$ cat config.mk
export PLATFORM = sky130hd
export DESIGN_NAME = pwm_timer
export DESIGN_NICKNAME = d
export VERILOG_FILES = /design/src/rtl/pwm_timer_pkg.sv /design/src/rtl/pwm_edge_sync.sv /design/src/rtl/pwm_counter_core.sv /design/src/rtl/pwm_out_stage.sv /design/src/rtl/pwm_timer.sv
export SDC_FILE = /design/constraint.sdc
export NUM_CORES = 1
export LEC_CHECK = 0
export ABC_AREA = 1
export BUFFER_PORTS_ARGS = -buffer_cell sky130_fd_sc_hd__clkbuf_2
export CORE_MARGIN = 8
export CORE_UTILIZATION = 60
export DETAILED_ROUTE_END_ITERATION = 6
export GPL_ROUTABILITY_DRIVEN = 0
export PLACE_DENSITY = 0.79
export SYNTH_ARGS = -nofsm -noshare
export SYNTH_HDL_FRONTEND = slang
export SYNTH_SLANG_ARGS = --single-unit
$ cat constraint.sdc
create_clock -name clk -period 1.9 [get_ports clk]
set_input_delay 0.19 -clock clk [delete_from_list [all_inputs] [get_ports clk]]
set_output_delay 0.19 -clock clk [all_outputs]
set_load 0.03 [all_outputs]
$ cat src/rtl/pwm_timer_pkg.sv
package pwm_timer_pkg;
    localparam logic [1:0] ADR_CTRL = 2'd0;
    localparam logic [1:0] ADR_CMPA = 2'd1;
    localparam logic [1:0] ADR_CMPB = 2'd2;
    localparam logic [1:0] ADR_CNT  = 2'd3;

    localparam int CB_RUN  = 0;
    localparam int CB_RST  = 1;
    localparam int CB_OEN  = 2;
    localparam int CB_EXT  = 3;
    localparam int CB_INV  = 4;
    localparam int CB_BUF  = 5;
    localparam int CB_FINE = 6;
    localparam int CB_INIT = 8;

    typedef struct packed {
        logic run;
        logic oen;
        logic ext;
        logic inv;
        logic bufen;
        logic fine;
        logic init;
    } ctrl_t;
endpackage

$ cat src/rtl/pwm_edge_sync.sv
module pwm_edge_sync #(
    parameter int STAGES = 2
) (
    input  logic clk,
    input  logic rst_n,
    input  logic din,
    output logic rise
);
    localparam int SH_W = STAGES + 1;

    logic [SH_W-1:0] sh_d, sh_q;

    always_comb begin
        sh_d = {sh_q[SH_W-2:0], din};
    end

    always_ff @(posedge clk or negedge rst_n) begin
        if (!rst_n) sh_q <= '0;
        else        sh_q <= sh_d;
    end

    assign rise = sh_q[STAGES-1] & ~sh_q[STAGES];

    // one count per external edge
    a_r6_single_pulse: assert property (@(posedge clk) disable iff (!rst_n)
        rise |=> !rise);
endmodule

$ cat src/rtl/pwm_counter_core.sv
module pwm_counter_core #(
    parameter int CW = 16
) (
    input  logic          clk,
    input  logic          rst_n,
    input  logic          tick,
    input  logic          sw_rst,
    input  logic          init_lvl,
    input  logic [CW-1:0] cmp_a,
    input  logic [CW-1:0] cmp_b,
    output logic [CW-1:0] cnt,
    output logic          active,
    output logic          wrap
);
    typedef struct packed {
        logic [CW-1:0] cnt;
        logic          act;
    } core_t;

    core_t st_d, st_q;

    always_comb begin
        st_d = st_q;
        wrap = 1'b0;
        if (sw_rst) begin
            st_d.cnt = '0;
            st_d.act = init_lvl;
        end else if (tick) begin
            if (st_q.cnt == cmp_b) begin
                st_d.cnt = '0;
                st_d.act = 1'b0;
                wrap     = 1'b1;
            end else begin
                st_d.cnt = st_q.cnt + 1'b1;
                if (st_q.cnt == cmp_a) st_d.act = 1'b1;
            end
        end
    end

    always_ff @(posedge clk or negedge rst_n) begin
        if (!rst_n) st_q <= '0;
        else        st_q <= st_d;
    end

    assign cnt    = st_q.cnt;
    assign active = st_q.act;

    a_r2_reset_clears: assert property (@(posedge clk) disable iff (!rst_n)
        sw_rst |=> (cnt == '0));
    a_r3_wrap_zero: assert property (@(posedge clk) disable iff (!rst_n)
        (tick && !sw_rst && cnt == cmp_b) |=> (cnt == '0) && !active);
    a_r3_hold: assert property (@(posedge clk) disable iff (!rst_n)
        (!tick && !sw_rst) |=> $stable(cnt) && $stable(active));
endmodule

$ cat src/rtl/pwm_out_stage.sv
module pwm_out_stage (
    input  logic clk,
    input  logic rst_n,
    input  logic act,
    input  logic half_delay,
    input  logic oen,
    input  logic inv,
    input  logic init_lvl,
    output logic pin
);
    logic neg_d, neg_q;
    logic shaped;

    always_comb begin
        neg_d  = act;
        shaped = half_delay ? (act & neg_q) : act;
        pin    = (oen ? shaped : init_lvl) ^ inv;
    end

    always_ff @(negedge clk or negedge rst_n) begin
        if (!rst_n) neg_q <= 1'b0;
        else        neg_q <= neg_d;
    end

    // a delayed edge is still off-level in the half cycle it rises
    a_r9_half_delay: assert property (@(negedge clk) disable iff (!rst_n)
        (oen && half_delay && $rose(act)) |-> (pin == inv));
endmodule

$ cat src/rtl/pwm_timer.sv
module pwm_timer
    import pwm_timer_pkg::*;
#(
    parameter int DW          = 16,
    parameter int SYNC_STAGES = 2
) (
    input  logic          clk,
    input  logic          rst_n,
    input  logic          bus_wr,
    input  logic [1:0]    bus_addr,
    input  logic [DW-1:0] bus_wdata,
    output logic [DW-1:0] bus_rdata,
    input  logic          tick_int,
    input  logic          ext_clk,
    output logic          pwm_out
);
    typedef struct packed {
        ctrl_t         ctrl;
        logic [DW-1:0] cmp_a;
        logic [DW-1:0] cmp_b;
        logic [DW-1:0] sh_a;
        logic [DW-1:0] sh_b;
    } regs_t;

    regs_t r_d, r_q;

    logic          ext_rise;
    logic          tick;
    logic          sw_rst;
    logic          wr_ctrl;
    logic          load_shadow;
    logic          wrap;
    logic          act;
    logic [DW-1:0] cnt;
    logic [DW-1:0] cmp_a_eff;
    logic          init_next;

    pwm_edge_sync #(.STAGES(SYNC_STAGES)) u_sync (
        .clk  (clk),
        .rst_n(rst_n),
        .din  (ext_clk),
        .rise (ext_rise)
    );

    always_comb begin
        wr_ctrl   = bus_wr && (bus_addr == ADR_CTRL);
        sw_rst    = wr_ctrl && bus_wdata[CB_RST];
        init_next = wr_ctrl ? bus_wdata[CB_INIT] : r_q.ctrl.init;
        tick      = r_q.ctrl.run && (r_q.ctrl.ext ? ext_rise : tick_int);
        cmp_a_eff = r_q.ctrl.fine ? {1'b0, r_q.cmp_a[DW-1:1]} : r_q.cmp_a;
    end

    pwm_counter_core #(.CW(DW)) u_core (
        .clk     (clk),
        .rst_n   (rst_n),
        .tick    (tick),
        .sw_rst  (sw_rst),
        .init_lvl(init_next),
        .cmp_a   (cmp_a_eff),
        .cmp_b   (r_q.cmp_b),
        .cnt     (cnt),
        .active  (act),
        .wrap    (wrap)
    );

    always_comb begin
        r_d = r_q;
        load_shadow = (sw_rst && bus_wdata[CB_BUF]) || (r_q.ctrl.bufen && wrap);
        if (load_shadow) begin
            r_d.cmp_a = r_q.sh_a;
            r_d.cmp_b = r_q.sh_b;
        end
        if (bus_wr) begin
            unique case (bus_addr)
                ADR_CTRL: begin
                    r_d.ctrl.run   = bus_wdata[CB_RUN];
                    r_d.ctrl.oen   = bus_wdata[CB_OEN];
                    r_d.ctrl.ext   = bus_wdata[CB_EXT];
                    r_d.ctrl.inv   = bus_wdata[CB_INV];
                    r_d.ctrl.bufen = bus_wdata[CB_BUF];
                    r_d.ctrl.fine  = bus_wdata[CB_FINE];
                    r_d.ctrl.init  = bus_wdata[CB_INIT];
                end
                ADR_CMPA: begin
                    if (r_q.ctrl.bufen) r_d.sh_a  = bus_wdata;
                    else                r_d.cmp_a = bus_wdata;
                end
                ADR_CMPB: begin
                    if (r_q.ctrl.bufen) r_d.sh_b  = bus_wdata;
                    else                r_d.cmp_b = bus_wdata;
                end
                default: ;
            endcase
        end
    end

    always_ff @(posedge clk or negedge rst_n) begin
        if (!rst_n) r_q <= '0;
        else        r_q <= r_d;
    end

    always_comb begin
        bus_rdata = '0;
        unique case (bus_addr)
            ADR_CTRL: begin
                bus_rdata[CB_RUN]  = r_q.ctrl.run;
                bus_rdata[CB_OEN]  = r_q.ctrl.oen;
                bus_rdata[CB_EXT]  = r_q.ctrl.ext;
                bus_rdata[CB_INV]  = r_q.ctrl.inv;
                bus_rdata[CB_BUF]  = r_q.ctrl.bufen;
                bus_rdata[CB_FINE] = r_q.ctrl.fine;
                bus_rdata[CB_INIT] = r_q.ctrl.init;
            end
            ADR_CMPA: bus_rdata = r_q.ctrl.bufen ? r_q.sh_a : r_q.cmp_a;
            ADR_CMPB: bus_rdata = r_q.ctrl.bufen ? r_q.sh_b : r_q.cmp_b;
            default:  bus_rdata = cnt;
        endcase
    end

    pwm_out_stage u_out (
        .clk       (clk),
        .rst_n     (rst_n),
        .act       (act),
        .half_delay(r_q.ctrl.fine && r_q.cmp_a[0]),
        .oen       (r_q.ctrl.oen),
        .inv       (r_q.ctrl.inv),
        .init_lvl  (r_q.ctrl.init),
        .pin       (pwm_out)
    );

    a_r1_reserved_zero: assert property (@(posedge clk) disable iff (!rst_n)
        (bus_addr == ADR_CTRL) |-> (bus_rdata[CB_RST] == 1'b0)
            && (bus_rdata[7] == 1'b0) && (bus_rdata[DW-1:9] == '0));
    a_r6_source_gate: assert property (@(posedge clk) disable iff (!rst_n)
        (r_q.ctrl.run && r_q.ctrl.ext && !ext_rise && !sw_rst) |=> $stable(cnt));
    a_r8_wrap_load: assert property (@(posedge clk) disable iff (!rst_n)
        (r_q.ctrl.bufen && wrap && !bus_wr) |=> (r_q.cmp_b == $past(r_q.sh_b)));
    a_r7_direct_keep: assert property (@(posedge clk) disable iff (!rst_n)
        (!r_q.ctrl.bufen && !bus_wr) |=> $stable(r_q.cmp_a) && $stable(r_q.cmp_b));
endmodule

==> results of run 1 <==
layer usage:
layer | global-route usage, % | wire length, microns
met5 | 0 | 0
met4 | 13.3 | 1060
met3 | 9.80 | 2790
met2 | 45.2 | 8920
met1 | 39.2 | 7290
repair_timing:
action / CTS / global route
setup buffers: 7 / 8
gates cloned: 3 / 4
gates resized for setup: 58 / 75
pin swaps: 5 / 16
hold buffers: 2 / 0
hold endpoints to repair: 92 / 0
endpoints found under the setup margin: 19 / 58
flip-flops by register name, indices dropped and copies added, names as in the netlist:
register       flops
r_q               71
u_core.cnt        16
u_sync.sh_q        3
u_core.active      1
u_out.neg_q        1
worst max-delay path by stage:
stage,end,slack (ns),cells after the start
CTS,pwm_out,-0.65,4
detailed placement,pwm_out,-0.27,4
floorplan,pwm_out,-0.26,3
global placement,pwm_out,-0.32,4
global route,pwm_out,-0.70,4
finish,pwm_out,-0.61,4
stage by stage:
stage          setup TNS, ns  hold WS [ns]  worst slack [ns]
6_report               -1.82        0.0291            -0.615
5_1_grt                -6.93        0.0425            -0.697
4_1_cts               -0.781        0.0349            -0.648
3_5_place_dp          -0.327         0.301            -0.274
3_3_place_gp          -0.324         0.294            -0.324
2_1_floorplan         -0.258        -0.106            -0.258
worst max-delay path: cells and delay by family (launching register included):
family,cells,cell delay [ns]
compound gates,2,0.36
flops,1,0.33
xor+xnor,1,0.16
buf+inv,1,0.16
area by class of cell:
type / count / area (sq um) / area share (%)
tap: 111 / 139 / 2.01
sequential: 92 / 2310 / 33.5
multi-input combinational: 591 / 2920 / 42.3
inverter: 125 / 482 / 6.98
clock inverter: 6 / 70.1 / 1.02
timing repair buffer: 96 / 835 / 12.1
clock buffer: 10 / 138 / 1.99
timing repair inverter: 1 / 5.00 / 0.0725
power by group:
group / switching [mW] / leakage, nW / internal (mW)
logic: 1.95 / 2.36 / 1.15
clock network: 0.782 / 0.107 / 0.656
registers: 0.480 / 1.13 / 2.42
cells in the final DEF (no fill, tap or decap), drive strengths merged:
master       instances
nor3                 7
inv                122
bufinv               1
ha                   1
o221ai               1
dlygate4sd3          2
nor2                38
a21oi               36
o311ai               1
nand2              297
buf                 66
nor4                 1
o2111ai              3
clkinvlp             3
clkbuf              38
dfrtn                1
o211ai              11
nand4                2
xor2                 9
clkinv               6
a31oi                1
dfrtp               91
nand3               82
o21ai              100
and3                 1
logic make-up (layout without fill, tap and decap cells):
group / Yosys count / in the layout / synth area share (%)
AOI/OAI and AO/OA: 153 / 153 / 14.4
adders and majority gates: 1 / 1 / 0.222
DFF: 92 / 92 / 40.9
xor gates and xnor gates: 9 / 9 / 1.40
and+or+nand+nor: 426 / 428 / 31.7
buffers and inverters: 160 / 238 / 11.4
==> flow_summary.ini, run 1 <==
[synth]
async_flop_share_pct = 100
synth_cells = 841
yosysMostFrequentCell = nand2_1
yosysTopAreaCell = dfrtp_1
syn_nets = 865
avgSynthCellArea_sq_um = 6.70
synth_top_area_share_pct = 40.4
synth_cell_type_count = 31
seq_area_frac_synth_pct = 40.9
ys_seq_elements = 92
synth-edff-count = 0
syn_area_sq_mm = 0.00564
ys_top_cells_by_area = dfrtp_1 40%, nand2_1 19%, o21ai_0 8.8%, inv_1 7.5%, nand3_1 7.1%
synth_common_cells = 292 x nand2_1, 112 x inv_1, 99 x o21ai_0, 91 x dfrtp_1, 80 x nand3_1
ys_warn_count = 0
synth_ff_type = dfrtp_1

[drt]
dr.first_iter.drc_count = 1037
post_drt_wl_per_cell_microns = 19.4
vias = 6443
drc = 0
drtAntennaViolNets = 0
drtPass1Iterations = 7
routed_wl_microns = 20100
avgViaCountPerCell = 6.24

[status]
status = finished, violations left
violations = setup timing

[cts]
cts-root-buf = clkbuf_8
cts_sinks = 92
clk-insertion-delay-late_ns = 0.39
cts_made_buffers = 9
cts_tree = built
path_clk_slew_ns = 0.10
cts.htree.levels = 3
cts_buffer_depth = 2

[finish]
final_nets = 940
fill_cells = 706
final_layout_size_suffix_gt1_share_pct = 19.9
stdcell_area_sq_mm = 0.00690
final_cell_count_no_fill = 1032
syn2layout_area_growth_pct = 22.4
postLayoutCoreUtil_pct = 75.0
num_antenna_cells = 0

[critical_path]
crit_fanout = 1
slowest_stage = dfrtn_1
critical_path.startpoint_type = flip-flop
rr_startpoint = u_core.cnt[8]$_DFFE_PN0P_
cp-startpoint = u_out.neg_q$_DFF_NN0_
cp.arrival_ns = 2.32
crit_chain = o311ai_1, o21ai_1, xor2_2, clkbuf_8
r2r-end = r_q[32]$_DFF_PN0_
r2r_cells = 11
critPathRequiredTime_ns = 1.71
slowest_delay_ns = 0.33
worstSetupEndpointType = output port
reg2reg_slack_ns = -0.09
worstSetupPathType = flip-flop to output port

[global_route]
grt_pass1_wl_microns = 30500
grt_max_degree = 92
grt_usage_pct = 30.2
grt_antenna_before_repair = 0
grt_pass1_vias = 6034
grt_overflow_total = 0

[floorplanning]
io_pins = 40
die_w_microns = 113
rows = 35
core_sq_mm = 0.00920
initial_core_util_pct = 61.3
dieArea_sq_mm = 0.0127
die_y_microns = 113

[worst_hold_path]
hold_path_end = r_q[58]$_DFF_PN0_
min_path_type = input port to flip-flop
min-delay-start = bus_wdata[10]
hold_depth = 3

[power]
power_mw = 7.44
vdd_ir_drop_max_uv = 756
cellPowerDensity_mw_per_mm2 = 1080
p_leak_nw = 3.60

[placed_design]
dp.final_hpwl_microns = 12700
dpl_cell_area_sq_mm = 0.00614
place.port_buffers = 39
dp.cells = 996

[sta]
setup_viol = 34
drv_slew = 0
worstMarginPinSlew_ns = 0.615
fin_skew_ns = 0.0255
rsz0062_at_grt = true
timing.final.ws_setup_ns = -0.615
relSlewSlack_pct = 58.9
hold_violations = 0

[run]
cap_violations = 0
Note: power is estimated with default switching activity, not from simulation.
==> run 2, diff against run 1 <==
--- a/config.mk
+++ b/config.mk
@@ -10,7 +10,9 @@
 export CORE_MARGIN = 8
 export CORE_UTILIZATION = 60
+export CTS_CLUSTER_SIZE = 20
 export DETAILED_ROUTE_END_ITERATION = 6
 export GPL_ROUTABILITY_DRIVEN = 0
 export PLACE_DENSITY = 0.79
+export SKIP_LAST_GASP = 1
 export SYNTH_ARGS = -nofsm -noshare
 export SYNTH_HDL_FRONTEND = slang
==> constraint.sdc (replaced) <==
create_clock -name clk -period 1.9 [get_ports clk]
set_input_delay 0.38 -clock clk [delete_from_list [all_inputs] [get_ports clk]]
set_output_delay 0.38 -clock clk [all_outputs]
set_load 0.03 [all_outputs]
==> run 2 against run 1 <==
Effect of this change:
- the run still ends with setup timing left
- hold slack improved by 0.027 ns
- total power is 1.5% higher
- clock skew fell by 0.0050 ns
- non-clock buffer count rose by 7
- global-route usage is 1.4 points lower
- register-to-register slack gained 0.07 ns
- clock-buffer cell count unchanged
- wire length down 0.38%
- final cell count up 0.58%
- sequential share of layout area down 0.87 points
- combinational power is 3% higher
- cell area up 2.8%
- highest routed layer is now met5
==> flow_summary.ini, run 2 (synthesized netlist as in run 1, its figures left out) <==
[drt]
drtAntennaViolNets = 0
drtPass1Iterations = 7
dr.first_iter.drc_count = 967
routed_wl_microns = 20000
post_drt_wl_per_cell_microns = 19.3
vias = 6418
avgViaCountPerCell = 6.18
drc = 0

[finish]
max_flop_register = r_q
final_layout_size_suffix_gt1_share_pct = 21.0
final_cell_count_no_fill = 1038
final_cell_mix = 291 x nand2_1, 110 x inv_1, 83 x dfrtp_1
final_nets = 946
num_antenna_cells = 0
mostFrequentLayoutCell = nand2_1
postLayoutCoreUtil_pct = 77.1
syn2layout_area_growth_pct = 25.8
largest_reg_flops = 71

[critical_path]
cp.arrival_ns = 2.39
worstSetupEndpointType = output port
cp-startpoint = u_out.neg_q$_DFF_NN0_
critical_path.startpoint_type = flip-flop
rr_startpoint = u_core.cnt[0]$_DFFE_PN0P_
critPathRequiredTime_ns = 1.52
worstSetupPathType = flip-flop to output port
crit_fanout = 1

[sta]
relSlewSlack_pct = 67.1
hold_ws_ns = 0.0559
hold_violations = 0
timing.final.ws_setup_ns = -0.868
drv_slew = 0
worstMarginPinSlew_ns = 0.494
rsz0062_at_grt = true
setup_viol = 20
fin_skew_ns = 0.0205

[floorplanning]
io_pins = 40
die_y_microns = 113
initial_core_util_pct = 61.3
dieArea_sq_mm = 0.0127
rows = 35
die_w_microns = 113
core_sq_mm = 0.00920

[worst_hold_path]
min_path_type = input port to asynchronous set/reset pin

[power]
pwr-share-comb_pct = 42.3
clkPwrFrac_pct = 19.1
seq_power_share_pct = 38.7
switchingPower_mw = 3.25
power_mw = 7.55
cellPowerDensity_mw_per_mm2 = 1060
p_int_mw = 4.30
p_leak_nw = 3.67
vdd_ir_drop_max_uv = 557
p_sw_share_pct = 43.1

[global_route]
grt_max_degree = 92
grt_pass1_vias = 5714
grt_usage_pct = 28.8
grt_antenna_before_repair = 0
grt_overflow_total = 0
grt_pass1_wl_microns = 29000

[status]
status = finished, violations left
violations = setup timing

[placed_design]
dp.final_hpwl_microns = 12500
dp_worst_setup_slack_ns = -0.560
place.port_buffers = 39
dp.cells = 1004

[cts]
cts_tree = built
holdBufCountCts = 0
cts_made_buffers = 9
path_clk_slew_ns = 0.10
cts-root-buf = clkbuf_8
clk-insertion-delay-late_ns = 0.37
cts_buffer_depth = 2
cts.htree.levels = 3
cts_sinks = 92

[run]
cap_violations = 0
run 2: cell count changes in the layout (fill, tap and decap cells not counted), sizes merged:
cell | previous run | this run
clkinv | 6 | 4
dlygate4sd3 | 2 | 0
clkinvlp | 3 | 2
inv | 122 | 124
buf | 66 | 75
run 2: final timing paths:
path	to	slack [ns]	cells past startpoint
min in group clk	u_sync.sh_q[0]$_DFF_PN0_	0.10	1
min reg2reg	u_sync.sh_q[1]$_DFF_PN0_	0.36	0
min	u_sync.sh_q[1]$_DFF_PN0_	0.06	2
max	pwm_out	-0.87	4
max in group asynchronous	u_out.neg_q$_DFF_NN0_	1.14	1
max reg2reg	r_q[36]$_DFF_PN0_	-0.02	12
run 2: metal layers:
metal  share of wire, %  up-vias  GRT usage, %  wire, microns
met5              0.065        -             0             13
met4                4.8        2          12.2            951
met3                 15      127          7.72           2980
met2                 43      562          42.6           8670
met1                 37     2899          38.9           7370
li1                   -     2828             -              -
run 2: stage by stage:
stage / area [sq um] / setup TNS (ns)
after floorplan: 5640 / -0.448
after global placement: 6190 / -0.535
after detailed placement: 6190 / -1.04
after CTS: 6760 / -2.49
after global routing: 7090 / -5.14
final: 7090 / -3.91
run 2: cell type report:
type	instances	area, sq um
Clock buffer	10	138
Clock inverter	6	68.8
Fill cell	640	2110
Inverter	125	478
Multi-Input combinational cell	591	3000
Sequential cell	92	2310
Tap cell	111	139
Timing Repair Buffer	103	951
run 2: critical path, stage by stage (launching register included):
cell and delay (ns):
dfrtn_1 0.36, o311ai_2 0.26, o21ai_2 0.12, xor2_2 0.19, clkbuf_8 0.16
run 2: timing repair:
item                                    in CTS  in global routing
pin swaps                                   18                 16
endpoints found under the setup margin      40                 59
cloned                                       4                  3
buffers inserted                             3                  9
resized for setup                           97                 66
run 2: power by group through the flow:
stage                     clock network [mW]  logic, mW  registers [mW]
after floorplan                            0       1.76            2.72
after detailed placement                   0       2.52            2.87
after CTS                               1.42       2.85            2.86
final                                   1.44       3.19            2.92
after global routing                    1.50       3.45            2.95
after global placement                     0       2.45            2.85
==> run 3, diff against run 2 <==
CORE_ASPECT_RATIO = 1.75   (was not set)
==> run 3 against run 2 <==
Effect of this change:
- the run ends with DRC, setup timing left
- via count is 2.3% higher
- clock power is 30% higher
- combinational power hardly changed
- largest cell class unchanged
- register-to-register slack worse by 0.21 ns
- global-route usage is 0.81 points higher
- first-iteration DRC count is 4.3% lower
- critical endpoint unchanged
- final cell count is 0.48% higher
- clock-buffer cell count is 1 lower
- clock skew is 0.0057 ns lower
- cell area is 0.97% higher
==> flow_summary.ini, run 3 (synthesized netlist as in run 1, its figures left out) <==
[status]
status = finished, violations left
violations = DRC, setup timing

[critical_path]
cp.arrival_ns = 2.35
worstSetupEndpointType = output port
crit_fanout = 1
critical_path.startpoint_type = flip-flop
critPathRequiredTime_ns = 1.52
worstSetupPathType = flip-flop to output port

[run]
cap_violations = 0

[drt]
drc = 34
drtPass1Iterations = 7
dr.first_iter.drc_count = 925
post_drt_wl_per_cell_microns = 19.9
avgViaCountPerCell = 6.29
vias = 6563
routed_wl_microns = 20700
drtAntennaViolNets = 0

[placed_design]
place.port_buffers = 39
dp.cells = 1006
dp_worst_setup_slack_ns = -0.474
dp.final_hpwl_microns = 12300

[finish]
num_antenna_cells = 0
final_cell_mix = 291 x nand2_1, 109 x inv_1, 89 x dfrtp_1
final_cell_count_no_fill = 1043
syn2layout_area_growth_pct = 27.0
largest_reg_flops = 71
final_nets = 940
max_flop_register = r_q
mostFrequentLayoutCell = nand2_1
final_layout_size_suffix_gt1_share_pct = 20.4

[floorplanning]
die_w_microns = 89.3
die_y_microns = 144
dieArea_sq_mm = 0.0129
initial_core_util_pct = 60.7
rows = 47
core_sq_mm = 0.00929
io_pins = 40

[cts]
cts_sinks = 92
cts_tree = built
holdBufCountCts = 0
cts_buffer_depth = 2
cts-root-buf = clkbuf_16
path_clk_slew_ns = 0.07
clk-insertion-delay-late_ns = 0.36
cts.htree.levels = 3
cts_made_buffers = 9

[global_route]
grt_overflow_total = 0
grt_usage_pct = 29.6
grt_antenna_before_repair = 0
grt_max_degree = 92
grt_pass1_wl_microns = 29100
grt_pass1_vias = 5957

[sta]
rsz0062_at_grt = true
setup_viol = 51
worstMarginPinSlew_ns = 0.506
fin_skew_ns = 0.0147
timing.final.ws_setup_ns = -0.825
hold_violations = 0
relSlewSlack_pct = 66.2
drv_slew = 0

[power]
p_leak_nw = 3.70
vdd_ir_drop_max_uv = 949
cellPowerDensity_mw_per_mm2 = 1110

[worst_hold_path]
min_path_type = input port to asynchronous set/reset pin
## run 3: cell types whose count changed in the layout (fill, tap and decap cells not counted), moves of 2 or more
cell       previous run  this run
a21oi_1              17        12
a21oi_2              11        18
a21oi_4               8         6
buf_4                55        46
buf_6                 6         8
buf_8                 6         9
clkbuf_16             1        10
clkbuf_8             16         5
dfrtp_1              83        89
dfrtp_2               8         2
nand2_4               5         2
## run 3: cell type report
type / count / area, sq um
fill: 663 / 2130
inverter: 125 / 479
clock buffer: 9 / 225
multi-input combinational: 590 / 2980
tap: 122 / 153
timing repair buffer: 98 / 945
clock inverter: 7 / 73.8
sequential: 92 / 2300
## run 3: final timing paths
path | startpoint | endpoint | slack [ns] | cells past startpoint
worst max-delay path | u_out.neg_q$_DFF_NN0_ | pwm_out | -0.83 | 4
worst min register to register | u_sync.sh_q[0]$_DFF_PN0_ | u_sync.sh_q[1]$_DFF_PN0_ | 0.36 | 0
worst max register to register | u_core.cnt[11]$_DFFE_PN0P_ | r_q[41]$_DFF_PN0_ | -0.23 | 11
max in group asynchronous | rst_n | u_out.neg_q$_DFF_NN0_ | 1.13 | 1
worst min-delay path | rst_n | r_q[64]$_DFFE_PN0N_ | 0.07 | 2
min in group clk | ext_clk | u_sync.sh_q[0]$_DFF_PN0_ | 0.14 | 1
## run 3: where the power goes
part	leakage, nW	total, mW	internal (mW)	switching [mW]
Sequential	1.14	2.92	2.42	0.501
Clock	0.146	1.87	1.03	0.837
Combinational	2.41	3.17	1.17	2.00
## run 3: worst max-delay path: stages, from the launching register on
cell	delay, ns
dfrtn_1	0.33
o311ai_1	0.21
o21ai_1	0.15
xor2_2	0.19
clkbuf_8	0.16
## run 3: timing repair
action | CTS | global route
setup endpoints to repair | 17 | 53
cloned | 4 | 2
resized for setup | 94 | 66
pin swaps | 17 | 15
buffers inserted | 6 | 12
## run 3: stage by stage
step	util [%]	hold slack, ns	power (mW)	instance area (sq um)	TNS (ns)
2_1_floorplan	-	0.0844	4.48	5640	-0.448
3_3_place_gp	66.2	0.332	5.21	6150	-0.788
3_5_place_dp	66.2	0.345	5.33	6150	-0.979
4_1_cts	73.6	0.111	7.53	6840	-2.36
5_1_grt	77.1	0.120	8.31	7160	-11.65
6_report	77.1	0.0693	7.96	7160	-8.09
## run 3: layer usage
metal | global-route usage, % | share of wire (%) | vias up
li1 | - | - | 2822
met1 | 35.7 | 35 | 3001
met2 | 46.2 | 47 | 565
met3 | 5.46 | 10 | 175
met4 | 20.1 | 8.0 | 0
met5 | 0 | 0 | -
